## config.mk

```make
export PLATFORM = sky130hd
export DESIGN_NAME = mesi_line_ctrl
export DESIGN_NICKNAME = d
export VERILOG_FILES = /design/src/rtl/mesi_lc_pkg.sv /design/src/rtl/mesi_lc_state_array.sv /design/src/rtl/mesi_lc_snoop.sv /design/src/rtl/mesi_lc_cpu_fsm.sv /design/src/rtl/mesi_line_ctrl.sv
export SDC_FILE = /design/constraint.sdc
export NUM_CORES = 1
export LEC_CHECK = 0
export BUFFER_PORTS_ARGS = -buffer_cell sky130_fd_sc_hd__buf_4
export CORE_ASPECT_RATIO = 0.7
export CORE_MARGIN = 2
export CORE_UTILIZATION = 56
export CTS_BUF_LIST = sky130_fd_sc_hd__clkbuf_8
export CTS_CLUSTER_SIZE = 14
export DETAILED_ROUTE_END_ITERATION = 16
export GPL_TIMING_DRIVEN = 0
export PLACE_DENSITY = 0.79
export RECOVER_POWER = 100
export SLEW_MARGIN = 20
export SYNTH_ARGS = -nofsm -noshare
export SYNTH_HDL_FRONTEND = slang
export SYNTH_SLANG_ARGS = --single-unit
```

## constraint.sdc

```tcl
create_clock -name clk -period 2.4 [get_ports clk]
set_clock_uncertainty 0.15 [all_clocks]
set_input_delay 0.48 -clock clk [delete_from_list [all_inputs] [get_ports clk]]
set_output_delay 0.48 -clock clk [all_outputs]
set_load 0.01 [all_outputs]
```

## src/rtl/mesi_lc_pkg.sv

```systemverilog
package mesi_lc_pkg;

   typedef enum logic [1:0] {
      LS_I = 2'd0,
      LS_S = 2'd1,
      LS_E = 2'd2,
      LS_M = 2'd3
   } line_st_e;

   typedef enum logic [1:0] {
      BOP_RD  = 2'd0,
      BOP_RDX = 2'd1,
      BOP_INV = 2'd2,
      BOP_WB  = 2'd3
   } bus_op_e;

   typedef enum logic [1:0] {
      CS_IDLE = 2'd0,
      CS_WB   = 2'd1,
      CS_UPG  = 2'd2,
      CS_FILL = 2'd3
   } ctl_st_e;

   typedef struct packed {
      logic     upd;
      line_st_e nxt;
      logic     shared;
      logic     flush;
   } snp_resp_t;

endpackage

```

## src/rtl/mesi_lc_state_array.sv

```systemverilog
module mesi_lc_state_array
   import mesi_lc_pkg::*;
#(
   parameter int LINES = 16,
   localparam int IW = $clog2(LINES)
) (
   input  logic             clk,
   input  logic             rst_n,
   input  logic [IW-1:0]    ra_idx,
   output line_st_e         ra_st,
   input  logic [IW-1:0]    rb_idx,
   output line_st_e         rb_st,
   input  logic             wa_en,
   input  logic [IW-1:0]    wa_idx,
   input  line_st_e         wa_st,
   input  logic             wb_en,
   input  logic [IW-1:0]    wb_idx,
   input  line_st_e         wb_st
);

   initial begin
      assert (LINES >= 2 && (LINES & (LINES - 1)) == 0)
         else $error("mesi_lc_state_array: LINES must be a power of two >= 2");
   end

   line_st_e st_vec [LINES];

   // one state register per line; port A (snoop) wins over port B (CPU)
   generate
      for (genvar g = 0; g < LINES; g++) begin : g_line
         line_st_e q;
         always_ff @(posedge clk or negedge rst_n) begin
            if (!rst_n)
               q <= LS_I;
            else if (wa_en && wa_idx == IW'(g))
               q <= wa_st;
            else if (wb_en && wb_idx == IW'(g))
               q <= wb_st;
         end
         assign st_vec[g] = q;
      end
   endgenerate

   assign ra_st = st_vec[ra_idx];
   assign rb_st = st_vec[rb_idx];

endmodule

```

## src/rtl/mesi_lc_snoop.sv

```systemverilog
module mesi_lc_snoop
   import mesi_lc_pkg::*;
(
   input  logic       snp_valid,
   input  logic [1:0] snp_op,
   input  logic       snp_hit,
   input  line_st_e   cur,
   output snp_resp_t  resp
);

   always_comb begin
      resp        = '0;
      resp.nxt    = cur;
      if (snp_valid && snp_hit && cur != LS_I) begin
         unique case (snp_op)
            2'd0: begin
               resp.upd    = 1'b1;
               resp.nxt    = LS_S;
               resp.shared = 1'b1;
               resp.flush  = (cur == LS_M);
            end
            2'd1, 2'd2: begin
               resp.upd    = 1'b1;
               resp.nxt    = LS_I;
               resp.flush  = (cur == LS_M);
            end
            default: ;
         endcase
      end
   end

endmodule

```

## src/rtl/mesi_lc_cpu_fsm.sv

```systemverilog
module mesi_lc_cpu_fsm
   import mesi_lc_pkg::*;
(
   input  logic       clk,
   input  logic       rst_n,
   input  logic       cpu_req,
   input  logic       cpu_wr,
   input  logic       cpu_hit,
   input  line_st_e   cur,
   input  logic       conflict,
   input  logic       bus_gnt,
   input  logic       bus_shared_in,
   output logic       cpu_ack,
   output logic       we,
   output line_st_e   wst,
   output logic       bus_req_valid,
   output bus_op_e    bus_req_op
);

   ctl_st_e  st_q, st_d;
   logic     line_ok;
   line_st_e fill_st;

   assign line_ok = cpu_hit && (cur != LS_I);
   assign fill_st = cpu_wr ? LS_M : (bus_shared_in ? LS_S : LS_E);

   always_comb begin
      st_d          = st_q;
      cpu_ack       = 1'b0;
      we            = 1'b0;
      wst           = cur;
      bus_req_valid = 1'b0;
      bus_req_op    = BOP_RD;
      unique case (st_q)
         CS_IDLE: begin
            if (cpu_req && !conflict) begin
               if (line_ok && !cpu_wr) begin
                  cpu_ack = 1'b1;
               end else if (line_ok && cur != LS_S) begin
                  cpu_ack = 1'b1;
                  we      = 1'b1;
                  wst     = LS_M;
               end else if (line_ok) begin
                  st_d = CS_UPG;
               end else if (!cpu_hit && cur == LS_M) begin
                  st_d = CS_WB;
               end else begin
                  st_d = CS_FILL;
               end
            end
         end
         CS_WB: begin
            if (conflict) begin
               st_d = CS_IDLE;
            end else begin
               bus_req_valid = 1'b1;
               bus_req_op    = BOP_WB;
               if (bus_gnt) begin
                  we   = 1'b1;
                  wst  = LS_I;
                  st_d = CS_FILL;
               end
            end
         end
         CS_UPG: begin
            if (conflict) begin
               st_d = CS_IDLE;
            end else begin
               bus_req_valid = 1'b1;
               bus_req_op    = BOP_INV;
               if (bus_gnt) begin
                  we      = 1'b1;
                  wst     = LS_M;
                  cpu_ack = 1'b1;
                  st_d    = CS_IDLE;
               end
            end
         end
         CS_FILL: begin
            if (conflict) begin
               st_d = CS_IDLE;
            end else begin
               bus_req_valid = 1'b1;
               bus_req_op    = cpu_wr ? BOP_RDX : BOP_RD;
               if (bus_gnt) begin
                  we      = 1'b1;
                  wst     = fill_st;
                  cpu_ack = 1'b1;
                  st_d    = CS_IDLE;
               end
            end
         end
         default: st_d = CS_IDLE;
      endcase
   end

   always_ff @(posedge clk or negedge rst_n) begin
      if (!rst_n) st_q <= CS_IDLE;
      else        st_q <= st_d;
   end

endmodule

```

## src/rtl/mesi_line_ctrl.sv

```systemverilog
module mesi_line_ctrl
   import mesi_lc_pkg::*;
#(
   parameter int LINES = 16,
   localparam int IW = $clog2(LINES)
) (
   input  logic          clk,
   input  logic          rst_n,
   input  logic          cpu_req,
   input  logic          cpu_wr,
   input  logic [IW-1:0] cpu_idx,
   input  logic          cpu_hit,
   output logic          cpu_ack,
   output logic [1:0]    cpu_line_state,
   input  logic          snp_valid,
   input  logic [1:0]    snp_op,
   input  logic [IW-1:0] snp_idx,
   input  logic          snp_hit,
   output logic          snp_shared_out,
   output logic          snp_flush,
   output logic          bus_req_valid,
   output logic [1:0]    bus_req_op,
   input  logic          bus_gnt,
   input  logic          bus_shared_in
);

   line_st_e  cpu_cur, snp_cur, cpu_wst;
   snp_resp_t sresp;
   logic      cpu_we, conflict;
   bus_op_e   req_op;

   assign conflict = snp_valid && (snp_idx == cpu_idx);

   mesi_lc_state_array #(.LINES(LINES)) u_array (
      .clk    (clk),
      .rst_n  (rst_n),
      .ra_idx (cpu_idx),
      .ra_st  (cpu_cur),
      .rb_idx (snp_idx),
      .rb_st  (snp_cur),
      .wa_en  (sresp.upd),
      .wa_idx (snp_idx),
      .wa_st  (sresp.nxt),
      .wb_en  (cpu_we),
      .wb_idx (cpu_idx),
      .wb_st  (cpu_wst)
   );

   mesi_lc_snoop u_snoop (
      .snp_valid (snp_valid),
      .snp_op    (snp_op),
      .snp_hit   (snp_hit),
      .cur       (snp_cur),
      .resp      (sresp)
   );

   mesi_lc_cpu_fsm u_fsm (
      .clk           (clk),
      .rst_n         (rst_n),
      .cpu_req       (cpu_req),
      .cpu_wr        (cpu_wr),
      .cpu_hit       (cpu_hit),
      .cur           (cpu_cur),
      .conflict      (conflict),
      .bus_gnt       (bus_gnt),
      .bus_shared_in (bus_shared_in),
      .cpu_ack       (cpu_ack),
      .we            (cpu_we),
      .wst           (cpu_wst),
      .bus_req_valid (bus_req_valid),
      .bus_req_op    (req_op)
   );

   assign bus_req_op     = req_op;
   assign cpu_line_state = cpu_cur;
   assign snp_shared_out = sresp.shared;
   assign snp_flush      = sresp.flush;

endmodule

```

Word-level counts from Yosys, hierarchy flattened

Cells that the tools add are included.

Bits in registers: 34
Output and inout bits: 8

Magnitude comparators: 2
Eq/ne operators: 44
Mux-type cells: 80
Bitwise logic cells: 2
Reduce and logical (&&, ||, !) cells: 70

Operator list:

| kind               | number |
|---|---|
| $mux 2             | 59 |
| $eq 4x4->1 const B | 16 |
| $logic_and 1x1->1  | 40 |
| $reduce_bool 2->1  | 18 |
| $eq 4x3->1 const B | 8 |
| $bmux 2 s4         | 2 |
| $eq 4x2->1 const B | 4 |
| $mux 1             | 12 |
| $pmux 2 s3         | 2 |
| $eq 2x2->1 const B | 5 |
| $ge 5x5->1 const B | 2 |
| $not 4->5          | 2 |
| $eq 4x1->1 const B | 2 |
| $logic_not 4->1    | 2 |
| $pmux 2 s4         | 1 |
| $pmux 3 s2         | 1 |
| $reduce_or 3->1    | 2 |
| $mux 5             | 1 |
| $reduce_and 5->1   | 1 |
| $eq 2x1->1 const B | 2 |
| $eq 4x4->1         | 1 |
| $logic_not 2->1    | 2 |
| $ne 2x1->1 const B | 2 |
| $ne 2x2->1 const B | 2 |
| 5 further kinds    | 9 |

Logic depth before layout (Yosys ltp)

Depth after elaboration: 14
Mapped depth: 9
Depth with buffers taken out: 6

Cells and area by module

A second synthesis with hierarchy kept.

Cells, all modules: 330
Area, all modules: 2,825.2 um2

Modules (own cells, without submodules):

| module              | times used | cells an instance | area an instance (um2) | seq. area each (um2) |
|---|---|---|---|---|
| mesi_lc_state_array | 1          | 272               | 2,403.6                | 800.8 |
| mesi_lc_cpu_fsm     | 1          | 39                | 296.5                  | 50.0 |
| mesi_line_ctrl      | 1          | 9                 | 65.1                   | 0.0 |
| mesi_lc_snoop       | 1          | 10                | 60.1                   | 0.0 |

Least setup slack after synthesis

OpenSTA, ideal clock, no wires.

Path type: input -> output
Start point: input port snp_idx[1]
End point: output port snp_shared_out
Arrival time: 1.922 ns
Required time: 1.770 ns
Slack: -0.152 ns
Stages on the path: 5
Path buffers: 1
Cells stage by stage: clkbuf_1 -> mux4_2 -> a22oi_1 -> and3_4 -> a2111oi_0

Cells in the longest elaborated chain, start to end: 7

Ends and longest elaborated chain:

| item                                      | RTL line                  | source |
|---|---|---|
| start: declaration                        | mesi_line_ctrl.sv:17      | `input logic [IW-1:0] snp_idx,` |
| $not 4->5 (implied by the code)           | mesi_lc_state_array.sv:45 | `assign rb_st = st_vec[rb_idx];` |
| $bmux 2 s4                                | mesi_lc_state_array.sv:45 |  |
| $mux 2 (implied by the code) (2 in a row) | mesi_lc_state_array.sv:45 |  |
| $reduce_bool 2->1                         | mesi_lc_snoop.sv:14       | `if (snp_valid && snp_hit && cur != LS_I) begin` |
| $logic_and 1x1->1                         | mesi_lc_snoop.sv:14       |  |
| $mux 5                                    | mesi_lc_snoop.sv:14       |  |
| end: declaration                          | mesi_line_ctrl.sv:19      | `output logic snp_shared_out,` |

Every way passes these cells. The select of a mux whose other input is x is not followed.

Worst setup path in the final report

Start point: register u_array.g_line[9].q[1]
End point: output port cpu_ack

Cells in the longest elaborated chain, start to end: 10
Elaborated cells between the ends (all ways): 12

Ends and longest elaborated chain:

| item                                        | RTL line                  | source |
|---|---|---|
| start: declaration                          | mesi_lc_state_array.sv:31 | `line_st_e q;` |
| start signal: assignment                    | mesi_lc_state_array.sv:36 | `q <= wa_st;` |
| start signal: assignment                    | mesi_lc_state_array.sv:38 | `q <= wb_st;` |
| $bmux 2 s4 *                                | mesi_lc_state_array.sv:44 | `assign ra_st = st_vec[ra_idx];` |
| $mux 2 (implied by the code) * (2 in a row) | mesi_lc_state_array.sv:44 |  |
| $reduce_bool 2->1                           | mesi_lc_cpu_fsm.sv:24     | `assign line_ok = cpu_hit && (cur != LS_I);` |
| $logic_and 1x1->1                           | mesi_lc_cpu_fsm.sv:24     |  |
| $logic_and 1x1->1                           | mesi_lc_cpu_fsm.sv:39     | `end else if (line_ok && cur != LS_S) begin` |
| $mux 1                                      | mesi_lc_cpu_fsm.sv:39     |  |
| $mux 1 *                                    | mesi_lc_cpu_fsm.sv:37     | `if (line_ok && !cpu_wr) begin` |
| $mux 1 *                                    | mesi_lc_cpu_fsm.sv:36     | `if (cpu_req && !conflict) begin` |
| $pmux 1 s2 *                                | mesi_lc_cpu_fsm.sv:34     | `unique case (st_q)` |
| end: declaration                            | mesi_line_ctrl.sv:13      | `output logic cpu_ack,` |

Every way passes the cells marked *; elsewhere a longest branch is shown, timed or not. The select of a mux whose other input is x is not followed.

==> reports/metrics.yaml <==
detailed_routing:
  drt-total-wl_mm: 10.3
  dr_total_vias: 2899
  dr.pass1.iters: 7
  drc: 0
  drtAntennaViolNets: 0
  routedWlPerCell_um: 25.3
  avgViaCountPerCell: 7.14
  dr.first_iter.drc_count: 505
power:
  clockPowerShare_pct: 15.0
  cellLeakagePower_nw: 1.55
  power_mw: 3.70
  power.density_nw_per_um2: 992
  p_sw_mw: 1.51
  p_seq_share_pct: 27.5
  peakVddDrop_v: 0.000514
  internal_power_mw: 2.19
  pwr-share-comb_pct: 57.5
  power.share.switching_pct: 40.9
place:
  pre_cts_slack_ps: -461
  gp_congestion: 0.919
  dp_cells: 370
  dpl_cell_area_um2: 3150
  dp_hpwl_mm: 5.89
  portBuffers: 24
finish:
  areaGrowthSynthToFinish_pct: 30.1
  layout_commonest_cell: "mux2i_1"
  layout_common_cells: "42 x mux2i_1, 39 x buf_4, 34 x dfrtp_1"
  layout.nets: 356
  final_layout_size_suffix_gt1_share_pct: 39.5
  finalNonFillerCells: 406
  final_core_util_pct: 76.8
  diodes: 0
  final_area_um2: 3730
run:
  drv_cap: 0
synthesis:
  synth_area_per_cell_um2: 10.4
  synth-seq-cells: 34
  synth_nets: 296
  synthesis.area_um2: 2870
  synthFlopType: "dfrtp_1"
  synth_warnings: 0
  synth_edf_count: 0
  synthCells: 277
  ys_seq_area_share_pct: 29.7
  synth_cell_type_count: 57
  async_flop_share_pct: 100
global_route:
  grt_max_degree: 35
  grt_antenna_before_repair: 0
  overflow: 0
  grt_pass1_wl_mm: 14.0
  track_usage_pct: 33.4
  grt_pass1_vias: 2649
timing:
  fin_setup_tns_ps: -7930
  finalCriticalPeriod_ps: 2780
  slew_viol_final: 0
  slew_headroom_pct: 41.1
  rsz0062_at_grt: "yes"
  max_freq_mhz: 360
  hold_ws_ps: 432
  setup_ws_ps: -375
  worst_slew_pin_slew_ps: 883
  fin_crit_sh_pct: 116
  final_hold_viol_count: 0
  setup_violations: 38
setup_path:
  rrSetupSlack_ps: -290
  crit_start: "u_array.g_line[9].q[1]"
  reg2reg_depth: 9
  reg2reg_from: "u_array.g_line[9].q[1]"
  reg2reg_to: "u_array.g_line[12].q[1]"
  end_kind: "primary output"
  required_ps: 1770
  critPathLaunchType: "flip-flop"
  crit_path_max_incr_delay_ps: 500
  cp_top_family: "multiplexers"
  cp_slowest_cell: "mux4_2"
  cp_cell_sequence: "mux4_2 > mux2_4 > o31a_1 > nand3_1 > a21oi_2 > buf_4"
  worstPathArrival_ps: 2150
  crit_type: "reg2out"
  critPathCapture: "cpu_ack"
  critPathBufInv: 1
  crit_fanout: 3
  cp.depth: 6
floorplan:
  core_um2: 4860
  rows: 21
  die_w_um: 89.6
  start_util_pct: 59.0
  die_area_um2: 5720
  fp.dieH_um: 63.9
  ioPinCount: 27
cts:
  cts_root_buffer: "clkbuf_8"
  path_clk_slew_ps: 70
  cts_tree: "done"
  clkLatencyLatePin_ps: 290
  cts-htree-levels: 2
  numCtsBuffers: 5
  cts_sinks: 34
  max-clock-path-buffers: 2
worst_hold_path:
  holdPathStages: 1
  min-delay-path-class: "reg2reg"
status:
  violations: "setup timing"
  outcome: "finished with violations"
-- Yosys cell counts, drive strengths merged, types with 2 or more instances --
library cell,count,area [µm²]
and3,2,18.8
buf,15,106
a31oi,14,87.6
nor2,15,61.3
nor3b,2,20.0
xnor2,5,51.3
dfrtp,34,851
nor3,2,10.0
nand2,17,63.8
a22o,2,17.5
a2111oi,3,51.3
nand2b,2,12.5
mux2,3,37.5
nor2b,8,50.1
o21ai,6,37.5
clkbuf,8,30.0
nand3,24,133
mux4,16,360
and2,2,12.5
inv,8,30.0
o211ai,3,41.3
a21oi,19,98.9
o22ai,3,18.8
o211a,2,20.0
o21a,2,15.0
mux2i,48,497
-- how the worst min path moves through the flow --
stage | slack, ps | startpoint | to
global route | 440 | u_array.g_line[4].q[1] | u_array.g_line[4].q[1]
finish | 430 | u_array.g_line[4].q[1] | u_array.g_line[4].q[1]
floorplan | 30 | rst_n | u_array.g_line[0].q[0]
CTS | 430 | u_array.g_line[9].q[1] | u_array.g_line[9].q[1]
detailed placement | 310 | rst_n | u_array.g_line[6].q[0]
global placement | 310 | rst_n | u_array.g_line[14].q[0]
-- area by class of cell --
cell class                      instances  area, µm²
Inverter                                8       30.0
Clock inverter                          1       30.0
Sequential cell                        34        851
Clock buffer                            6       82.6
Fill cell                             312       1130
Tap cell                               69       86.3
Multi-Input combinational cell        212       2010
Timing Repair Buffer                   54        474
Buffer                                 22        171
-- sequential cells by signal, indices dropped and copies added (netlist names) --
register	count
u_array.g_line.q	32
u_fsm.st_q	2
-- cell families after synthesis --
group / share of synthesized area [%]
buffers and inverters: 5.80
XOR/XNOR: 1.79
AO/OA/AOI/OAI: 17.8
flip-flops: 29.7
multiplexers: 31.2
AND/OR/NAND/NOR: 13.7
-- metal layers --
layer | track usage, % | part of all wire [%] | vias to the layer above | routed length (µm)
met3 | 12.5 | 14 | 53 | 1470
met4 | 11.6 | 4.1 | 0 | 416
met5 | 0 | 0 | - | 0
met1 | 46.6 | 38 | 1392 | 3900
li1 | - | - | 1172 | -
met2 | 47.6 | 44 | 282 | 4470
-- what timing repair did --
item / 4_1_cts / 5_1_grt
pin swaps: 7 / 5
resized for setup: 34 / 26
gates cloned: 2 / 0
hold buffers: 1 / 0
endpoints found under the hold margin: 27 / 0
endpoints found under the setup margin: 25 / 40
buffers inserted: 22 / 6
-- power groups by stage --
stage                     registers (mW)  clock network, mW  logic (mW)
after floorplan                    0.916                  0        1.11
after global placement             0.985                  0        1.43
after detailed placement           0.998                  0        1.47
after CTS                          0.982              0.553        1.89
after global routing                1.03              0.580        2.25
final                               1.02              0.554        2.13
Note: power is estimated with default switching activity, not from simulation.
